### config.mk
export PLATFORM = sky130hd
export DESIGN_NAME = capcmp_timer
export DESIGN_NICKNAME = d
export VERILOG_FILES = /design/src/rtl/capcmp_pkg.sv /design/src/rtl/capcmp_ctrl.sv /design/src/rtl/capcmp_datapath.sv /design/src/rtl/capcmp_timer.sv
export SDC_FILE = /design/constraint.sdc
export NUM_CORES = 1
export LEC_CHECK = 0
export BUFFER_PORTS_ARGS = -buffer_cell sky130_fd_sc_hd__buf_2
export CAP_MARGIN = 0
export CORE_MARGIN = 1
export CORE_UTILIZATION = 55
export CTS_CLUSTER_SIZE = 20
export DETAILED_ROUTE_END_ITERATION = 10
export GPL_ROUTABILITY_DRIVEN = 0
export GPL_TIMING_DRIVEN = 0
export MAX_ROUTING_LAYER = met4
export PLACE_DENSITY = 0.81
export SLEW_MARGIN = 20
export SYNTH_ARGS = -nofsm -noshare
export SYNTH_HDL_FRONTEND = slang
export SYNTH_HIERARCHICAL = 1
export SYNTH_SLANG_ARGS = --single-unit
export TNS_END_PERCENT = 20
### constraint.sdc
create_clock -name clk -period 4.2 [get_ports clk]
set_input_delay 0.42 -clock clk [delete_from_list [all_inputs] [get_ports clk]]
set_output_delay 0.42 -clock clk [all_outputs]
set_load 0.05 [all_outputs]
### src/rtl/capcmp_pkg.sv
package capcmp_pkg;
  localparam int NCAP  = 2;
  localparam int NCMP  = 3;
  localparam int NFLAG = NCAP + NCMP;

  typedef enum logic [2:0] {
    MODE_KEEP   = 3'd0,
    MODE_TOGGLE = 3'd1,
    MODE_CLEAR  = 3'd2,
    MODE_SET    = 3'd3,
    MODE_PULSE  = 3'd4
  } cmpMode_e;

  typedef struct packed {
    logic             cntInc;
    logic [NCAP-1:0]  capHit;
    logic [NCMP-1:0]  frc;
    logic [NFLAG-1:0] flagClr;
  } strobe_t;
endpackage

### src/rtl/capcmp_ctrl.sv
module capcmp_ctrl
  import capcmp_pkg::*;
#(
  parameter int CNT_W  = 32,
  parameter int PS_W   = 12,
  parameter int ADDR_W = 4,
  parameter int DATA_W = 32
) (
  input  logic                        clk,
  input  logic                        rstN,
  input  logic                        tick,
  input  logic                        extClk,
  input  logic [NCAP-1:0]             capPin,
  input  logic                        regWe,
  input  logic [ADDR_W-1:0]           regAddr,
  input  logic [DATA_W-1:0]           regWdata,
  output logic [DATA_W-1:0]           regRdata,
  input  logic [CNT_W-1:0]            count,
  input  logic [NCAP-1:0][CNT_W-1:0]  capVal,
  input  logic [NFLAG-1:0]            flags,
  output strobe_t                     stb,
  output logic [NCMP-1:0][CNT_W-1:0]  cmpVal,
  output logic [NCMP-1:0][2:0]        cmpMode,
  output logic                        irq
);
  localparam int CTRL_W   = 2 + 2*NCAP + 3*NCMP;
  localparam int EDGE_LSB = 2;
  localparam int MODE_LSB = 2 + 2*NCAP;
  localparam logic [ADDR_W-1:0] A_CTRL  = ADDR_W'(0);
  localparam logic [ADDR_W-1:0] A_PRESC = ADDR_W'(1);
  localparam logic [ADDR_W-1:0] A_STAT  = ADDR_W'(2);
  localparam logic [ADDR_W-1:0] A_IEN   = ADDR_W'(3);
  localparam logic [ADDR_W-1:0] A_FRC   = ADDR_W'(4);
  localparam logic [ADDR_W-1:0] A_CNT   = ADDR_W'(5);
  localparam int CAP_BASE = 6;
  localparam int CMP_BASE = CAP_BASE + NCAP;

  logic [CTRL_W-1:0] ctrlReg;
  logic [PS_W-1:0]   presc, psCnt;
  logic [NFLAG-1:0]  ienReg;
  logic [NCAP:0]     sync1, sync2, sync3, riseDet, fallDet;
  logic              enable, clkSel, srcPulse, psWrap;

  assign enable = ctrlReg[0];
  assign clkSel = ctrlReg[1];

  // two-flop synchronizers plus one history stage; top bit is extClk
  always_ff @(posedge clk) begin
    if (!rstN) begin
      sync1 <= '0; sync2 <= '0; sync3 <= '0;
    end else begin
      sync1 <= {extClk, capPin};
      sync2 <= sync1;
      sync3 <= sync2;
    end
  end
  assign riseDet = sync2 & ~sync3;
  assign fallDet = ~sync2 & sync3;

  assign srcPulse = clkSel ? riseDet[NCAP] : tick;
  assign psWrap   = psCnt >= presc;

  always_ff @(posedge clk) begin
    if (!rstN) psCnt <= '0;
    else if (enable && srcPulse) psCnt <= psWrap ? '0 : psCnt + PS_W'(1);
  end

  always_ff @(posedge clk) begin
    if (!rstN) begin
      ctrlReg <= '0; presc <= '0; ienReg <= '0; cmpVal <= '0;
    end else if (regWe) begin
      if (regAddr == A_CTRL)  ctrlReg <= regWdata[CTRL_W-1:0];
      if (regAddr == A_PRESC) presc   <= regWdata[PS_W-1:0];
      if (regAddr == A_IEN)   ienReg  <= regWdata[NFLAG-1:0];
      for (int j = 0; j < NCMP; j++)
        if (regAddr == ADDR_W'(CMP_BASE + j)) cmpVal[j] <= regWdata[CNT_W-1:0];
    end
  end

  always_comb begin
    stb.cntInc  = enable && srcPulse && psWrap;
    stb.frc     = (regWe && regAddr == A_FRC)  ? regWdata[NCMP-1:0]  : '0;
    stb.flagClr = (regWe && regAddr == A_STAT) ? regWdata[NFLAG-1:0] : '0;
  end

  for (genvar i = 0; i < NCAP; i++) begin : g_cap
    logic [1:0] edgeSel;
    assign edgeSel       = ctrlReg[EDGE_LSB + 2*i +: 2];
    assign stb.capHit[i] = (edgeSel[0] & riseDet[i]) | (edgeSel[1] & fallDet[i]);


    cap_edge_gate_chk: assert property (@(posedge clk) disable iff (!rstN)
      stb.capHit[i] |-> (edgeSel != 2'b00));
  end

  for (genvar j = 0; j < NCMP; j++) begin : g_mode
    assign cmpMode[j] = ctrlReg[MODE_LSB + 3*j +: 3];
  end

  assign irq = |(flags & ienReg);

  always_comb begin
    regRdata = '0;
    case (regAddr)
      A_CTRL:  regRdata = DATA_W'(ctrlReg);
      A_PRESC: regRdata = DATA_W'(presc);
      A_STAT:  regRdata = DATA_W'(flags);
      A_IEN:   regRdata = DATA_W'(ienReg);
      A_CNT:   regRdata = DATA_W'(count);
      default: begin
        for (int i = 0; i < NCAP; i++)
          if (regAddr == ADDR_W'(CAP_BASE + i)) regRdata = DATA_W'(capVal[i]);
        for (int j = 0; j < NCMP; j++)
          if (regAddr == ADDR_W'(CMP_BASE + j)) regRdata = DATA_W'(cmpVal[j]);
      end
    endcase
  end
endmodule

### src/rtl/capcmp_datapath.sv
module capcmp_datapath
  import capcmp_pkg::*;
#(
  parameter int CNT_W = 32
) (
  input  logic                        clk,
  input  logic                        rstN,
  input  strobe_t                     stb,
  input  logic [NCMP-1:0][CNT_W-1:0]  cmpVal,
  input  logic [NCMP-1:0][2:0]        cmpMode,
  output logic [CNT_W-1:0]            count,
  output logic [NCAP-1:0][CNT_W-1:0]  capVal,
  output logic [NFLAG-1:0]            flags,
  output logic [NCMP-1:0]             cmpOut
);
  logic [CNT_W-1:0] nextCnt;
  logic [NCMP-1:0]  match;

  assign nextCnt = count + CNT_W'(1);

  always_ff @(posedge clk) begin
    if (!rstN) count <= '0;
    else if (stb.cntInc) count <= nextCnt;
  end


  count_step_chk: assert property (@(posedge clk) disable iff (!rstN)
    stb.cntInc |=> (count == $past(count) + CNT_W'(1)));

  count_hold_chk: assert property (@(posedge clk) disable iff (!rstN)
    !stb.cntInc |=> $stable(count));

  for (genvar i = 0; i < NCAP; i++) begin : g_cap
    logic [CNT_W-1:0] capQ;
    always_ff @(posedge clk) begin
      if (!rstN) capQ <= '0;
      else if (stb.capHit[i]) capQ <= count;
    end
    assign capVal[i] = capQ;
  end

  for (genvar j = 0; j < NCMP; j++) begin : g_cmp
    logic outQ, act;
    assign match[j] = stb.cntInc && (nextCnt == cmpVal[j]);
    assign act      = match[j] | stb.frc[j];

    always_ff @(posedge clk) begin
      if (!rstN) outQ <= 1'b0;
      else begin
        case (cmpMode_e'(cmpMode[j]))
          MODE_TOGGLE: if (act) outQ <= ~outQ;
          MODE_CLEAR:  if (act) outQ <= 1'b0;
          MODE_SET:    if (act) outQ <= 1'b1;
          MODE_PULSE:  if (act) outQ <= 1'b0;
                       else if (stb.cntInc) outQ <= 1'b1;
          default:     ;
        endcase
      end
    end
    assign cmpOut[j] = outQ;


    cmp_flag_set_chk: assert property (@(posedge clk) disable iff (!rstN)
      match[j] |=> flags[NCAP + j]);
  end

  always_ff @(posedge clk) begin
    if (!rstN) flags <= '0;
    else flags <= {match, stb.capHit} | (flags & ~stb.flagClr);
  end
endmodule

### src/rtl/capcmp_timer.sv
module capcmp_timer
  import capcmp_pkg::*;
#(
  parameter int CNT_W  = 32,
  parameter int PS_W   = 12,
  parameter int ADDR_W = 4,
  parameter int DATA_W = 32
) (
  input  logic              clk,
  input  logic              rstN,
  input  logic              tick,
  input  logic              extClk,
  input  logic [1:0]        capPin,
  input  logic              regWe,
  input  logic [ADDR_W-1:0] regAddr,
  input  logic [DATA_W-1:0] regWdata,
  output logic [DATA_W-1:0] regRdata,
  output logic [2:0]        cmpOut,
  output logic              irq
);
  strobe_t                     stb;
  logic [CNT_W-1:0]            count;
  logic [NCAP-1:0][CNT_W-1:0]  capVal;
  logic [NFLAG-1:0]            flags;
  logic [NCMP-1:0][CNT_W-1:0]  cmpVal;
  logic [NCMP-1:0][2:0]        cmpMode;

  capcmp_ctrl #(.CNT_W(CNT_W), .PS_W(PS_W), .ADDR_W(ADDR_W), .DATA_W(DATA_W)) u_ctrl (
    .clk(clk), .rstN(rstN), .tick(tick), .extClk(extClk), .capPin(capPin),
    .regWe(regWe), .regAddr(regAddr), .regWdata(regWdata), .regRdata(regRdata),
    .count(count), .capVal(capVal), .flags(flags),
    .stb(stb), .cmpVal(cmpVal), .cmpMode(cmpMode), .irq(irq)
  );

  capcmp_datapath #(.CNT_W(CNT_W)) u_dp (
    .clk(clk), .rstN(rstN), .stb(stb), .cmpVal(cmpVal), .cmpMode(cmpMode),
    .count(count), .capVal(capVal), .flags(flags), .cmpOut(cmpOut)
  );
endmodule

### Word-level counts from Yosys, hierarchy flattened

Index checks and enable logic that the tools add are counted.

* bits in registers: 253
* latch bits: 0
* memory bits (writable): 0
* bits in read-only memories: 0
* input port bits: 43
* output and inout port bits: 36
* memories: 0

* add/sub/neg operators: 2
* multipliers: 0
* div/mod/pow operators: 0
* order comparisons: 1
* eq/ne operators: 37
* shift operators: 0
* mux-type cells: 26
* bitwise gates (word level): 20
* reductions and logical operators: 21

Operators by type and width (number)
* $mux 32: 5
* $pmux 32 s5: 1
* $eq 32x32->1: 3
* $add 32x1->32 const B: 1
* $eq 3x2->1 const B: 6
* $ne 2x1->1 const B: 9
* $eq 4x3->1 const B: 4
* $reduce_and 5->1: 3
* $mux 1: 14
* $add 12x1->12 const B: 1
* $eq 4x4->1 const B: 3
* $ge 12x12->1: 1
* $mux 12: 1
* $pmux 1 s4: 3
* $reduce_and 2->1: 6
* $reduce_bool 4->1: 3
* $and 5x5->5: 2
* $eq 3x1->1 const B: 3
* $eq 3x3->1 const B: 3
* $ne 3x1->1 const B: 3
* $eq 4x2->1 const B: 2
* $logic_and 1x1->1: 7
* $mux 5: 1
* $not 5->5: 1
* 12 further kinds: 21

### Logic depth before layout (Yosys ltp)

* depth after elaboration: 9
* depth in mapped cells: 14
* gate-level depth less buffers: 13

### Cells and area by module

Netlist, hierarchy kept.

Modules (own cells, without submodules)
* capcmp_ctrl: times used 1, cells an instance 933, area each 7581.0 sq um, sequential area each 2982.9 sq um
* capcmp_datapath: times used 1, cells an instance 815, area each 7236.9 sq um, sequential area each 2082.0 sq um

### Worst setup path after synthesis

OpenSTA, ideal clock, no wires.

* path type: register -> register
* start point: reg u_ctrl.presc[10]
* end point: reg u_dp.g_cmp[1].outQ
* arrival: 3.751 ns
* data required time: 4.128 ns
* setup slack: 0.377 ns
* stages on the path, launching flop included: 15
* path buffers: 1
* cell sequence: dfxtp_1 > inv_1 > ha_1 > nand4_1 > or2_2 > or2_1 > o22ai_1 > clkbuf_1 > clkinv_1 > or4_1 > or4_1 > nor4_2 > nand4_1 > o41ai_2 > mux2i_1

RTL lines
* from (decl): RTL line capcmp_ctrl.sv:39 `logic [PS_W-1:0] presc, psCnt;`
* from (signal assigned): RTL line capcmp_ctrl.sv:73 `if (regAddr == A_PRESC) presc <= regWdata[PS_W-1:0];`
* to (signal assigned): RTL line capcmp_datapath.sv:51 `MODE_TOGGLE: if (act) outQ <= ~outQ;`
* to (decl): RTL line capcmp_datapath.sv:43 `logic outQ, act;`

==> flow_summary.json <==
{
  "hold_slack_ps": 73.96,
  "htree_levels": 1,
  "area_delta_synth_final_pct": 12.52,
  "start_util_pct": 56.38,
  "antenna_left": 0,
  "coreArea_sq_um": 26280,
  "start_kind": "register",
  "syn_area_sq_um": 14820,
  "ys_warn_count": 6,
  "dp_hpwl_microns": 38030,
  "synth.ff_latch_count": 253,
  "cts.sinks": 253,
  "fin_crit_sh_pct": 100.4,
  "dieWidth_microns": 166.1,
  "skew_ps": 6.689,
  "drc_errors": 3,
  "io_buffers": 77,
  "rsz0062_at_grt": "yes",
  "clock_latency_ps": 550,
  "max_freq_mhz": 237.2,
  "drive_gt1_share_pct": 13.57,
  "ir_worst_vdd_mv": 0.3154,
  "finalCriticalPeriod_ps": 4216,
  "grt_pass1_vias": 13750,
  "grt_max_degree": 14,
  "synthArstFlopShare_pct": 0,
  "die-area_sq_um": 27600,
  "die_h_microns": 166.1,
  "ys.flop_type": "dfxtp_1",
  "drt_iter0_drc": 2063,
  "yosysTopAreaCell": "dfxtp_1",
  "cts_tree": "done",
  "avgViaCountPerCell": 6.582,
  "placedCellCount": 2160,
  "avgSynthCellArea_sq_um": 8.477,
  "violations": "DRC, setup timing",
  "postSynthCellCount": 1748,
  "nets": 1917,
  "std_cell_rows": 59,
  "root_buffer": "clkbuf_16",
  "grt_usage_pct": 37.59,
  "synth_cell_types": 86,
  "crit_required_ps": 4680,
  "final_util_pct": 63.45,
  "dp_slack_ps": -1228,
  "cts_max_path_buffers": 3,
  "path_clk_slew_ps": 60,
  "wl_per_cell_microns": 23.35,
  "holdPathStages": 2,
  "cts_hold_buf": 0,
  "vias": 14570,
  "grt_pass1_wl_microns": 78270,
  "critPathMaxFanout": 10,
  "antenna_found_initial": 0,
  "slew_viol_final": 0,
  "tightest_slew_ps": 1125,
  "maxCapViolations": 0,
  "cts_buffers": 28,
  "outcome": "finished, violations left",
  "finalWirelength_microns": 51690,
  "hold_class": "input pin to register",
  "setup_viol": 1,
  "syn_nets": 1805,
  "p_leak_nw": 5.981,
  "final_cells": 2214,
  "rr_worst_depth": 14,
  "layout_setup_ws_ps": -15.95,
  "boundaryPins": 79,
  "firstDrtPassIters": 11,
  "overflow": 0,
  "p_per_area_nw_per_um2": 308.1,
  "arrival_ps": 4700,
  "synth_edf_count": 0,
  "ys_top_cells_by_area": "dfxtp_1, nand2_1, xnor2_1",
  "path_class": "register to register",
  "synth_top_area_share_pct": 34.18,
  "diodes": 0,
  "synth_seq_area_share_pct": 34.18,
  "hold_violations": 0,
  "slew-limit-headroom_pct": 25.03,
  "end_kind": "register"
}
placed cells by master (no fill, tap or decap), types with 8 or more instances in the layout:
| master | count |
|---|---|
| o211ai_1 | 14 |
| nor3_1 | 16 |
| nand2_1 | 334 |
| xnor2_1 | 106 |
| nand2b_1 | 11 |
| buf_2 | 107 |
| nor2_1 | 53 |
| and3_1 | 15 |
| xor2_1 | 52 |
| clkbuf_16 | 29 |
| dfxtp_1 | 249 |
| o21ai_0 | 26 |
| buf_4 | 36 |
| or3_1 | 10 |
| a222oi_1 | 34 |
| nand3_1 | 31 |
| a21boi_0 | 34 |
| a22oi_1 | 35 |
| o21a_1 | 8 |
| clkbuf_1 | 80 |
| a21boi_1 | 101 |
| mux2_2 | 16 |
| o2111ai_1 | 11 |
| a21oi_1 | 24 |
| mux2i_1 | 86 |
| nor2b_1 | 87 |
| inv_1 | 26 |
| nor4_1 | 12 |
| ha_1 | 14 |
| nand4_1 | 24 |
| and2_1 | 44 |
state kept, by name (all words and copies together), names as in the netlist:
register         cells
u_ctrl/cmpVal       96
u_ctrl/ctrlReg      15
u_ctrl/ienReg        5
u_ctrl/presc        12
u_ctrl/psCnt        12
u_ctrl/sync1         3
u_ctrl/sync2         3
u_ctrl/sync3         3
u_dp/count          32
u_dp/flags           5
u_dp/g_cap.capQ     64
u_dp/g_cmp.outQ      3
per-stage QoR:
| stage | TNS [ps] | cell area [sq um] | total power, mW |
|---|---|---|---|
| 4_1_cts | 0 | 16580 | 5.134 |
| 6_report | -15.95 | 16670 | 5.137 |
| 3_3_place_gp | -3066 | 15620 | 2.783 |
| 3_5_place_dp | -3220 | 15620 | 2.790 |
| 2_1_floorplan | 0 | 14820 | 2.654 |
| 5_1_grt | -32.52 | 16670 | 5.254 |
cells in the mapped netlist (all sizes together) (35+ instances only):
master  number
nor2        58
nor2b       87
clkbuf      76
and2        44
dfxtp      253
a21boi     135
nand2      336
buf         69
xor2        52
a22oi       35
mux2i       86
xnor2      106
cell families after synthesis:
kind of cell	after synthesis	share of synthesized area [%]
flip-flops	253	34.18
AO/OA/AOI/OAI	346	17.89
XOR/XNOR	162	9.947
buffers and inverters	172	5.564
multiplexers	103	7.101
adder cells (fa/ha/maj)	14	1.182
AND/OR/NAND/NOR	698	24.13
final cells by class:
cell class	count	area, sq um
Multi-Input combinational cell	1323	9026
Buffer	145	734.5
Timing Repair Buffer	82	422.9
Fill cell	2200	9607
Clock buffer	42	844.6
Tap cell	335	419.2
Clock inverter	7	42.54
Inverter	27	113.9
Sequential cell	253	5070
report_power, final:
group,total [mW],internal [mW],switching (mW)
combinational,0.319,0.104,0.215
clock,2.38,1.38,1.00
sequential,2.44,2.42,0.0212
routing by layer:
layer,up-vias,global-route usage [%],share of wire [%]
li1,6326,-,-
met1,6798,47.49,38
met2,1171,55.07,42
met3,278,7.483,13
met4,0,23.41,7.0
met5,-,-,0
critical path: stages, from the launching register on:
cell      delay [ps]
dfxtp_2          370
inv_1             60
ha_1             310
nand4_1          110
or2_4            290
or2_1            250
o22ai_2          130
buf_8            170
clkinv_8         110
or4_4            560
or4_4            480
nor4_4           270
nand4_1          230
o41ai_4          560
mux2i_1          240
what timing repair did:
action                                  in CTS  in global routing
buffers inserted                             0                  5
resized for setup                           16                 10
gates cloned                                 0                  0
pin swaps                                    2                  2
endpoints found under the setup margin       6                  5
final timing paths:
check	from	to	slack (ps)
min reg2reg	u_ctrl/sync1[2]	u_ctrl/sync2[2]	440
max reg2reg	u_ctrl/presc[10]	u_dp/g_cmp[1].outQ	-20
max	u_ctrl/presc[10]	u_dp/g_cmp[1].outQ	-20
min	extClk	u_ctrl/sync1[2]	70
Power figures use the tool's default switching activity.
